<file path="config.mk">
export PLATFORM = sky130hd
export DESIGN_NAME = txn_commit_llc
export DESIGN_NICKNAME = d
export VERILOG_FILES = /design/src/rtl/tcc_pkg.sv /design/src/rtl/tcc_txn_ctrl.sv /design/src/rtl/tcc_scan.sv /design/src/rtl/tcc_line_store.sv /design/src/rtl/tcc_way_pick.sv /design/src/rtl/txn_commit_llc.sv
export SDC_FILE = /design/constraint.sdc
export NUM_CORES = 1
export LEC_CHECK = 0
export ABC_AREA = 1
export BUFFER_PORTS_ARGS = -buffer_cell sky130_fd_sc_hd__buf_2
export CAP_MARGIN = 10
export CORE_MARGIN = 2
export CORE_UTILIZATION = 63
export DETAILED_ROUTE_END_ITERATION = 6
export PLACE_DENSITY = 0.94
export SETUP_SLACK_MARGIN = 0.02
export SYNTH_ARGS = -nofsm -noshare
export SYNTH_HDL_FRONTEND = slang
export SYNTH_SLANG_ARGS = --single-unit
</file>
<file path="constraint.sdc">
create_clock -name clk -period 6.2 [get_ports clk]
set_input_delay 0.62 -clock clk [delete_from_list [all_inputs] [get_ports clk]]
set_output_delay 0.62 -clock clk [all_outputs]
set_load 0.005 [all_outputs]
</file>
<file path="src/rtl/tcc_pkg.sv">
package tcc_pkg;
  typedef enum logic {
    SCAN_IDLE = 1'b0,
    SCAN_RUN  = 1'b1
  } scan_st_e;

  typedef struct packed {
    logic can_go;
    logic need_wb;
    logic no_room;
  } wr_plan_t;
endpackage

</file>
<file path="src/rtl/tcc_txn_ctrl.sv">
module tcc_txn_ctrl #(
  parameter int NTXN = 4,
  parameter int TXW  = 2
) (
  input  logic           clk,
  input  logic           rst_n,
  input  logic           alloc_req,
  input  logic           cmt_req,
  input  logic [TXW-1:0] cmt_id,
  input  logic           dlv_req,
  input  logic [TXW-1:0] dlv_id,
  input  logic           retire,
  output logic [TXW-1:0] tail_id,
  output logic           full,
  output logic [TXW-1:0] head_id,
  output logic           head_ready,
  output logic [TXW-1:0] done_id
);
  localparam logic [TXW:0] CNT_FULL = (TXW+1)'(NTXN);

  logic [TXW:0]    open_cnt;
  logic [NTXN-1:0] req_f, dlv_f;
  logic            take;

  assign full       = (open_cnt == CNT_FULL);
  assign take       = alloc_req && !full;
  assign head_ready = (open_cnt != '0) && req_f[head_id] && dlv_f[head_id];

  always_ff @(posedge clk or negedge rst_n) begin
    if (!rst_n) begin
      tail_id  <= '0;
      head_id  <= '0;
      open_cnt <= '0;
      done_id  <= '0;
    end else begin
      if (take) tail_id <= tail_id + 1'b1;
      if (retire) begin
        head_id <= head_id + 1'b1;
        done_id <= head_id;
      end
      case ({take, retire})
        2'b10:   open_cnt <= open_cnt + 1'b1;
        2'b01:   open_cnt <= open_cnt - 1'b1;
        default: open_cnt <= open_cnt;
      endcase
    end
  end

  always_ff @(posedge clk or negedge rst_n) begin
    if (!rst_n) begin
      req_f <= '0;
      dlv_f <= '0;
    end else begin
      for (int t = 0; t < NTXN; t++) begin
        if (retire && head_id == TXW'(t)) begin
          req_f[t] <= 1'b0;
          dlv_f[t] <= 1'b0;
        end else begin
          if (cmt_req && cmt_id == TXW'(t)) req_f[t] <= 1'b1;
          if (dlv_req && dlv_id == TXW'(t)) dlv_f[t] <= 1'b1;
        end
      end
    end
  end
endmodule

</file>
<file path="src/rtl/tcc_scan.sv">
module tcc_scan
  import tcc_pkg::*;
#(
  parameter int IW = 3
) (
  input  logic          clk,
  input  logic          rst_n,
  input  logic          start,
  output logic          busy,
  output logic [IW-1:0] idx,
  output logic          last,
  output logic          done
);
  localparam logic [IW-1:0] IDX_LAST = '1;

  scan_st_e st;

  assign busy = (st == SCAN_RUN);
  assign last = busy && (idx == IDX_LAST);

  always_ff @(posedge clk or negedge rst_n) begin
    if (!rst_n) begin
      st   <= SCAN_IDLE;
      idx  <= '0;
      done <= 1'b0;
    end else begin
      done <= last;
      case (st)
        SCAN_IDLE: if (start) begin
          st  <= SCAN_RUN;
          idx <= '0;
        end
        SCAN_RUN: begin
          idx <= idx + 1'b1;
          if (last) st <= SCAN_IDLE;
        end
        default: st <= SCAN_IDLE;
      endcase
    end
  end
endmodule

</file>
<file path="src/rtl/tcc_line_store.sv">
module tcc_line_store #(
  parameter int WAYS   = 2,
  parameter int SW     = 2,
  parameter int WW     = 1,
  parameter int TAGW   = 4,
  parameter int DATA_W = 16,
  parameter int TXW    = 2
) (
  input  logic                         clk,
  input  logic                         rst_n,
  input  logic                         we,
  input  logic [SW-1:0]                wset,
  input  logic [WW-1:0]                wway,
  input  logic [TAGW-1:0]              wtag,
  input  logic [DATA_W-1:0]            wdata,
  input  logic [TXW-1:0]               wtxn,
  input  logic                         ce,
  input  logic [SW+WW-1:0]             cidx,
  input  logic [TXW-1:0]               cid,
  input  logic [SW-1:0]                rset,
  output logic [WAYS-1:0]              rd_val,
  output logic [WAYS-1:0]              rd_cmt,
  output logic [WAYS-1:0][TAGW-1:0]    rd_tag,
  output logic [WAYS-1:0][TXW-1:0]     rd_txn,
  output logic [WAYS-1:0][DATA_W-1:0]  rd_data
);
  localparam int IW    = SW + WW;
  localparam int LINES = 1 << IW;

  logic [LINES-1:0] lv, lc;
  logic [TAGW-1:0]   ltag [LINES];
  logic [TXW-1:0]    ltxn [LINES];
  logic [DATA_W-1:0] ldat [LINES];
  logic [IW-1:0]     widx;

  assign widx = {wset, wway};

  always_ff @(posedge clk or negedge rst_n) begin
    if (!rst_n) begin
      lv <= '0;
      lc <= '0;
    end else begin
      for (int i = 0; i < LINES; i++) begin
        if (we && widx == IW'(i)) begin
          lv[i] <= 1'b1;
          lc[i] <= 1'b0;
        end else if (ce && cidx == IW'(i) && lv[i] && !lc[i] && ltxn[i] == cid) begin
          lc[i] <= 1'b1;
        end
      end
    end
  end

  always_ff @(posedge clk) begin
    for (int i = 0; i < LINES; i++) begin
      if (we && widx == IW'(i)) begin
        ltag[i] <= wtag;
        ltxn[i] <= wtxn;
        ldat[i] <= wdata;
      end
    end
  end

  for (genvar w = 0; w < WAYS; w++) begin : g_rd
    logic [IW-1:0] ridx;
    assign ridx       = {rset, WW'(w)};
    assign rd_val[w]  = lv[ridx];
    assign rd_cmt[w]  = lc[ridx];
    assign rd_tag[w]  = ltag[ridx];
    assign rd_txn[w]  = ltxn[ridx];
    assign rd_data[w] = ldat[ridx];
  end
endmodule

</file>
<file path="src/rtl/tcc_way_pick.sv">
module tcc_way_pick #(
  parameter int WAYS = 2,
  parameter int WW   = 1,
  parameter int TAGW = 4
) (
  input  logic [WAYS-1:0]           rd_val,
  input  logic [WAYS-1:0]           rd_cmt,
  input  logic [WAYS-1:0][TAGW-1:0] rd_tag,
  input  logic [TAGW-1:0]           req_tag,
  output logic                      hit,
  output logic [WW-1:0]             hit_way,
  output logic                      room,
  output logic [WW-1:0]             room_way
);
  logic          empty_ok, settled_ok;
  logic [WW-1:0] empty_way, settled_way;

  always_comb begin
    hit         = 1'b0;
    hit_way     = '0;
    empty_ok    = 1'b0;
    empty_way   = '0;
    settled_ok  = 1'b0;
    settled_way = '0;
    for (int w = WAYS - 1; w >= 0; w--) begin
      if (rd_val[w] && rd_tag[w] == req_tag) begin
        hit     = 1'b1;
        hit_way = WW'(w);
      end
      if (!rd_val[w]) begin
        empty_ok  = 1'b1;
        empty_way = WW'(w);
      end
      if (rd_val[w] && rd_cmt[w]) begin
        settled_ok  = 1'b1;
        settled_way = WW'(w);
      end
    end
    room     = empty_ok || settled_ok;
    room_way = empty_ok ? empty_way : settled_way;
  end
endmodule

</file>
<file path="src/rtl/txn_commit_llc.sv">
module txn_commit_llc
  import tcc_pkg::*;
#(
  parameter int SETS   = 4,
  parameter int WAYS   = 2,
  parameter int ADDR_W = 6,
  parameter int DATA_W = 16,
  parameter int NTXN   = 4,
  parameter int TXW    = $clog2(NTXN)
) (
  input  logic              clk,
  input  logic              rst_n,
  input  logic              txn_alloc_req,
  output logic [TXW-1:0]    txn_alloc_id,
  output logic              txn_alloc_full,
  input  logic              wr_valid,
  output logic              wr_ready,
  input  logic [ADDR_W-1:0] wr_addr,
  input  logic [TXW-1:0]    wr_txn,
  input  logic [DATA_W-1:0] wr_data,
  input  logic              commit_req,
  input  logic [TXW-1:0]    commit_id,
  input  logic              drained_req,
  input  logic [TXW-1:0]    drained_id,
  output logic              commit_done,
  output logic [TXW-1:0]    commit_done_id,
  output logic              wb_valid,
  input  logic              wb_ready,
  output logic [ADDR_W-1:0] wb_addr,
  output logic [DATA_W-1:0] wb_data,
  output logic              overflow
);
  localparam int SW   = $clog2(SETS);
  localparam int WW   = $clog2(WAYS);
  localparam int IW   = SW + WW;
  localparam int TAGW = ADDR_W - SW;

  logic [SW-1:0]               set_i;
  logic [TAGW-1:0]             tag_i;
  logic [WAYS-1:0]             rd_val, rd_cmt;
  logic [WAYS-1:0][TAGW-1:0]   rd_tag;
  logic [WAYS-1:0][TXW-1:0]    rd_txn;
  logic [WAYS-1:0][DATA_W-1:0] rd_data;
  logic                        hit, room;
  logic [WW-1:0]               hit_way, room_way, sel_way;
  wr_plan_t                    plan;
  logic [ADDR_W-1:0]           vic_addr;
  logic [DATA_W-1:0]           vic_data;
  logic                        scan_busy, scan_last, scan_start, wr_open, wb_raw, wr_fire;
  logic [IW-1:0]               scan_idx;
  logic [TXW-1:0]              head_id;
  logic                        head_ready;

  assign set_i = wr_addr[SW-1:0];
  assign tag_i = wr_addr[ADDR_W-1:SW];

  tcc_txn_ctrl #(.NTXN(NTXN), .TXW(TXW)) u_txn (
    .clk(clk), .rst_n(rst_n),
    .alloc_req(txn_alloc_req),
    .cmt_req(commit_req), .cmt_id(commit_id),
    .dlv_req(drained_req), .dlv_id(drained_id),
    .retire(scan_last),
    .tail_id(txn_alloc_id), .full(txn_alloc_full),
    .head_id(head_id), .head_ready(head_ready),
    .done_id(commit_done_id)
  );

  tcc_scan #(.IW(IW)) u_scan (
    .clk(clk), .rst_n(rst_n),
    .start(scan_start),
    .busy(scan_busy), .idx(scan_idx), .last(scan_last),
    .done(commit_done)
  );

  tcc_line_store #(
    .WAYS(WAYS), .SW(SW), .WW(WW), .TAGW(TAGW), .DATA_W(DATA_W), .TXW(TXW)
  ) u_store (
    .clk(clk), .rst_n(rst_n),
    .we(wr_fire), .wset(set_i), .wway(sel_way), .wtag(tag_i),
    .wdata(wr_data), .wtxn(wr_txn),
    .ce(scan_busy), .cidx(scan_idx), .cid(head_id),
    .rset(set_i),
    .rd_val(rd_val), .rd_cmt(rd_cmt), .rd_tag(rd_tag),
    .rd_txn(rd_txn), .rd_data(rd_data)
  );

  tcc_way_pick #(.WAYS(WAYS), .WW(WW), .TAGW(TAGW)) u_pick (
    .rd_val(rd_val), .rd_cmt(rd_cmt), .rd_tag(rd_tag), .req_tag(tag_i),
    .hit(hit), .hit_way(hit_way), .room(room), .room_way(room_way)
  );

  // Decide what the presented write needs: in-place, write-back first, or wait.
  always_comb begin
    plan     = '0;
    sel_way  = '0;
    vic_addr = '0;
    vic_data = '0;
    if (hit) begin
      sel_way = hit_way;
      if (rd_cmt[hit_way]) begin
        plan.can_go  = 1'b1;
        plan.need_wb = 1'b1;
        vic_addr     = wr_addr;
        vic_data     = rd_data[hit_way];
      end else if (rd_txn[hit_way] == wr_txn) begin
        plan.can_go = 1'b1;
      end
    end else if (room) begin
      sel_way     = room_way;
      plan.can_go = 1'b1;
      if (rd_val[room_way]) begin
        plan.need_wb = 1'b1;
        vic_addr     = {rd_tag[room_way], set_i};
        vic_data     = rd_data[room_way];
      end
    end else begin
      plan.no_room = 1'b1;
    end
  end

  // An offered write-back keeps precedence over a commit scan becoming due.
  assign wb_raw     = wr_valid && !scan_busy && plan.need_wb;
  assign scan_start = head_ready && !scan_busy && !wb_raw;
  assign wr_open    = !scan_busy && !scan_start;
  assign wr_ready   = wr_valid && wr_open && plan.can_go && (!plan.need_wb || wb_ready);
  assign wr_fire    = wr_ready;
  assign wb_valid   = wb_raw;
  assign wb_addr    = vic_addr;
  assign wb_data    = vic_data;
  assign overflow   = wr_valid && wr_open && plan.no_room;
endmodule

</file>
==> run summary <==
Final instance area: 0.0106 mm²
Die width: 127 µm
Total Nets Final: 945
Worst-Margin Slew: 1.07 ns
Final setup violation count: 0
Syn avg cell area: 11.3 µm²
DIE AREA: 0.0160 mm²
Crit-path max FO: 91
Vias in the first global route: 6,743
Largest net degree at the start of global routing: 103
Crit path to: wb_data[9]
Vias per inst: 6.18
Post-layout util: 72.6%
Core area: 0.0146 mm²
CP arrival: 4.04 ns
Async SR Flop Fraction: 17.8%
Simple-gate share of the synthesized area: 15.2%
Synth Flop Type: edfxtp_1
Final Hold Fails: 0
Clk slew on worst S/H paths: 0.06 ns
Root buffer selected by CTS: clkbuf_16
Compound-Gate Fraction of Synth Area: 10.5%
Clock sink total: 214
Number of synthesized register bits: 214
IO Count: 66
Reg2reg start: u_store.ltag[0][2]$_DFFE_PP_
Tot GR Track Use: 27.8%
Synth cell types: 44
Largest family of logic cells by synthesized area: simple AND/OR/NAND/NOR gates
PortBufs: 65
Pre-antenna DRT Iters: 6
Multi-input logic area: 0.00277 mm²
Cts hold-fix bufs: 0
Filler Cell Count: 906
Xor and xnor area share after synthesis: 1.66%
Final Max Slew Viols: 0
Clock buffer depth: 3
CTS HTree Levels: 1
FF-to-FF setup slack: 2.70 ns
CTS tree: done
Min-Delay Path Class: in -> async
DR DRC count: 0
DRT iter0 DRCs: 894
Yosys Warn Count: 0
Pwr/cell area: 351 mW/mm²
Worst rel slew slack: 28.9%
CTS buffer count: 22
Mean routed wirelength per cell: 19.8 µm
Worst IR Drop VDD: 0.270 mV
Post-synthesis mux area share: 0%
Initial antenna violation count: 0
Leak Pwr: 4.18 nW
Number of placement rows: 44
Worst Clk Skew: 0.0192 ns
Register Area: 0.00624 mm²
Worst Path Class, Setup: in -> out
Syn Inst Count: 838
Worst setup EP type: output port
Worst skew pair latency: 0.52 ns
RSZ-0062 raised after global routing: no
Seq/Total Area, Yosys: 65.8%
Post-synth EDFFs: 176
Final worst path period need: 4.66 ns
Total Neg Setup Slack: 0 ns
Placed cell area: 0.00993 mm²
Adder-cell share of the synthesized area: 1.66%
Post-cts gate resize count: 0
Die Y: 127 µm
Vias: 6,781
Outcome: complete, no violations
Worst Setup SP: wr_addr[1]
Remaining Overflow, GRT: 0
Worst r2r dst: u_store.ltxn[3][3]$_DFFE_PP_
Critical path launch point type: primary input
Ratio of cells with drive above 1 in the final layout: 16.5%
Global-route wire length before repair: 34.9 mm
Post-CTS Setup Bufs: 0
Max_cap viols: 0
Antenna cells: 0
CP required: 5.58 ns
Syn_nets: 885
HPWL after DPL: 12.7 mm
Placed Cells: 1,058
WL final: 21.8 mm
Layout area overhead: 11.8%
Finished Layout Cells: 1,098
DRT antenna net count: 0
Initial Util: 64.9%
Worst Reg-to-Reg Cells: 13
Mapped cell area: 0.00947 mm²
Tot Pwr: 3.72 mW
Final worst-path cycle share: 75.1%
RD Place Congestion: 0.892
Max Clk Rate: 215 MHz
==> synthesized netlist by cell type, drive strengths merged, types with 2 or more instances <==
| cell type | instances | area share, % |
|---|---|---|
| nand4 | 3 | 0.20 |
| or2 | 10 | 0.69 |
| inv | 78 | 3.1 |
| buf | 20 | 1.2 |
| o21bai | 2 | 0.24 |
| edfxtp | 176 | 56 |
| nor2 | 53 | 2.4 |
| nand3 | 57 | 3.4 |
| xnor2 | 10 | 0.92 |
| nor3 | 7 | 0.37 |
| o311ai | 2 | 0.18 |
| clkbuf | 18 | 0.71 |
| o21ai | 26 | 1.5 |
| nand2 | 203 | 8.1 |
| xor2 | 8 | 0.74 |
| a32oi | 4 | 0.37 |
| a31oi | 5 | 0.33 |
| ha | 11 | 1.5 |
| o22ai | 18 | 1.2 |
| a32o | 32 | 3.4 |
| a31o | 4 | 0.37 |
| o211ai | 3 | 0.24 |
| dfrtp | 38 | 10 |
| a21oi | 46 | 2.6 |
==> cell usage in the layout (no fill, tap or decap), drive strengths merged, types with 11 or more instances in the layout <==
cell / synthesis / final
nand2: 203 / 203
o21ai: 26 / 26
o22ai: 18 / 18
edfxtp: 176 / 176
inv: 78 / 79
a32o: 32 / 32
a21oi: 46 / 46
clkbuf: 18 / 29
nand3: 57 / 57
ha: 11 / 11
buf: 20 / 74
dfrtp: 38 / 38
nor2: 53 / 53
==> flip-flops by register name, indices dropped and copies added (netlist names) <==
register        count
u_store.ltxn       16
u_scan.busy         1
u_txn.head_id       2
u_txn.dlv_f         4
u_scan.idx          3
u_txn.tail_id       2
u_txn.req_f         4
u_txn.done_id       2
u_txn.open_cnt      3
u_store.lv          8
u_scan.done         1
u_store.ldat      128
u_store.lc          8
u_store.ltag       32
==> metal layers <==
layer	track usage, %	part of all wire, %	up-vias
met4	9.31	2.8	0
met3	4.68	9.1	55
met2	47.5	51	396
li1	-	-	3059
met5	0	0	-
met1	36.8	37	3271
==> worst min path at each step <==
stage	end	startpoint	slack, ns	depth (start not counted)
floorplan	u_scan.busy$_DFF_PN0_	rst_n	0.32	0
detailed placement	u_txn.tail_id[1]$_DFFE_PN0P_	u_txn.tail_id[1]$_DFFE_PN0P_	0.45	1
global placement	u_txn.tail_id[1]$_DFFE_PN0P_	u_txn.tail_id[1]$_DFFE_PN0P_	0.45	1
finish	u_txn.dlv_f[3]$_DFFE_PN0P_	rst_n	0.22	1
global route	u_txn.req_f[3]$_DFFE_PN0P_	rst_n	0.30	1
CTS	u_store.lc[2]$_DFFE_PN0P_	rst_n	0.24	1
==> kinds of logic (layout without fill, tap and decap cells) <==
logic type | Yosys count | after routing
AOI/OAI and AO/OA | 144 | 144
buffers and inverters | 117 | 193
xor gates and xnor gates | 18 | 18
and+or+nand+nor | 333 | 333
DFF | 214 | 214
adders and majority gates | 12 | 12
==> per-stage QoR <==
step	hold slack (ns)	worst slack, ns
4_1_cts	0.236	1.56
2_1_floorplan	0.324	2.68
6_report	0.215	1.54
5_1_grt	0.297	1.28
3_3_place_gp	0.451	1.69
3_5_place_dp	0.452	1.56
==> layout make-up <==
class | count | share of cell area (%)
clock buffers | 29 | 5.54
flip-flops and latches | 214 | 58.9
repair buffers | 74 | 3.71
well taps | 184 | 2.17
clock inverters | 11 | 0.756
inverters | 79 | 2.82
multi-input cells | 507 | 26.1
==> where the power goes <==
group / switching [mW] / internal, mW
sequential: 0.108 / 1.69
combinational: 0.443 / 0.263
clock: 0.542 / 0.674
total: 1.09 / 2.62
==> worst max-delay path, stage by stage <==
cell and delay [ns]:
buf_2 0.22, inv_4 0.72, nand3_1 0.26, nand3_1 0.15, nand2_1 0.06, nor2_1 0.09
nand2_1 0.08, nor2_4 0.20, inv_2 0.05, nand2_2 0.11, or2_4 0.16, nor2_2 0.06
a21oi_2 0.76, o22ai_1 0.25, buf_2 0.21
No activity file was read; power rests on OpenSTA's default activity.
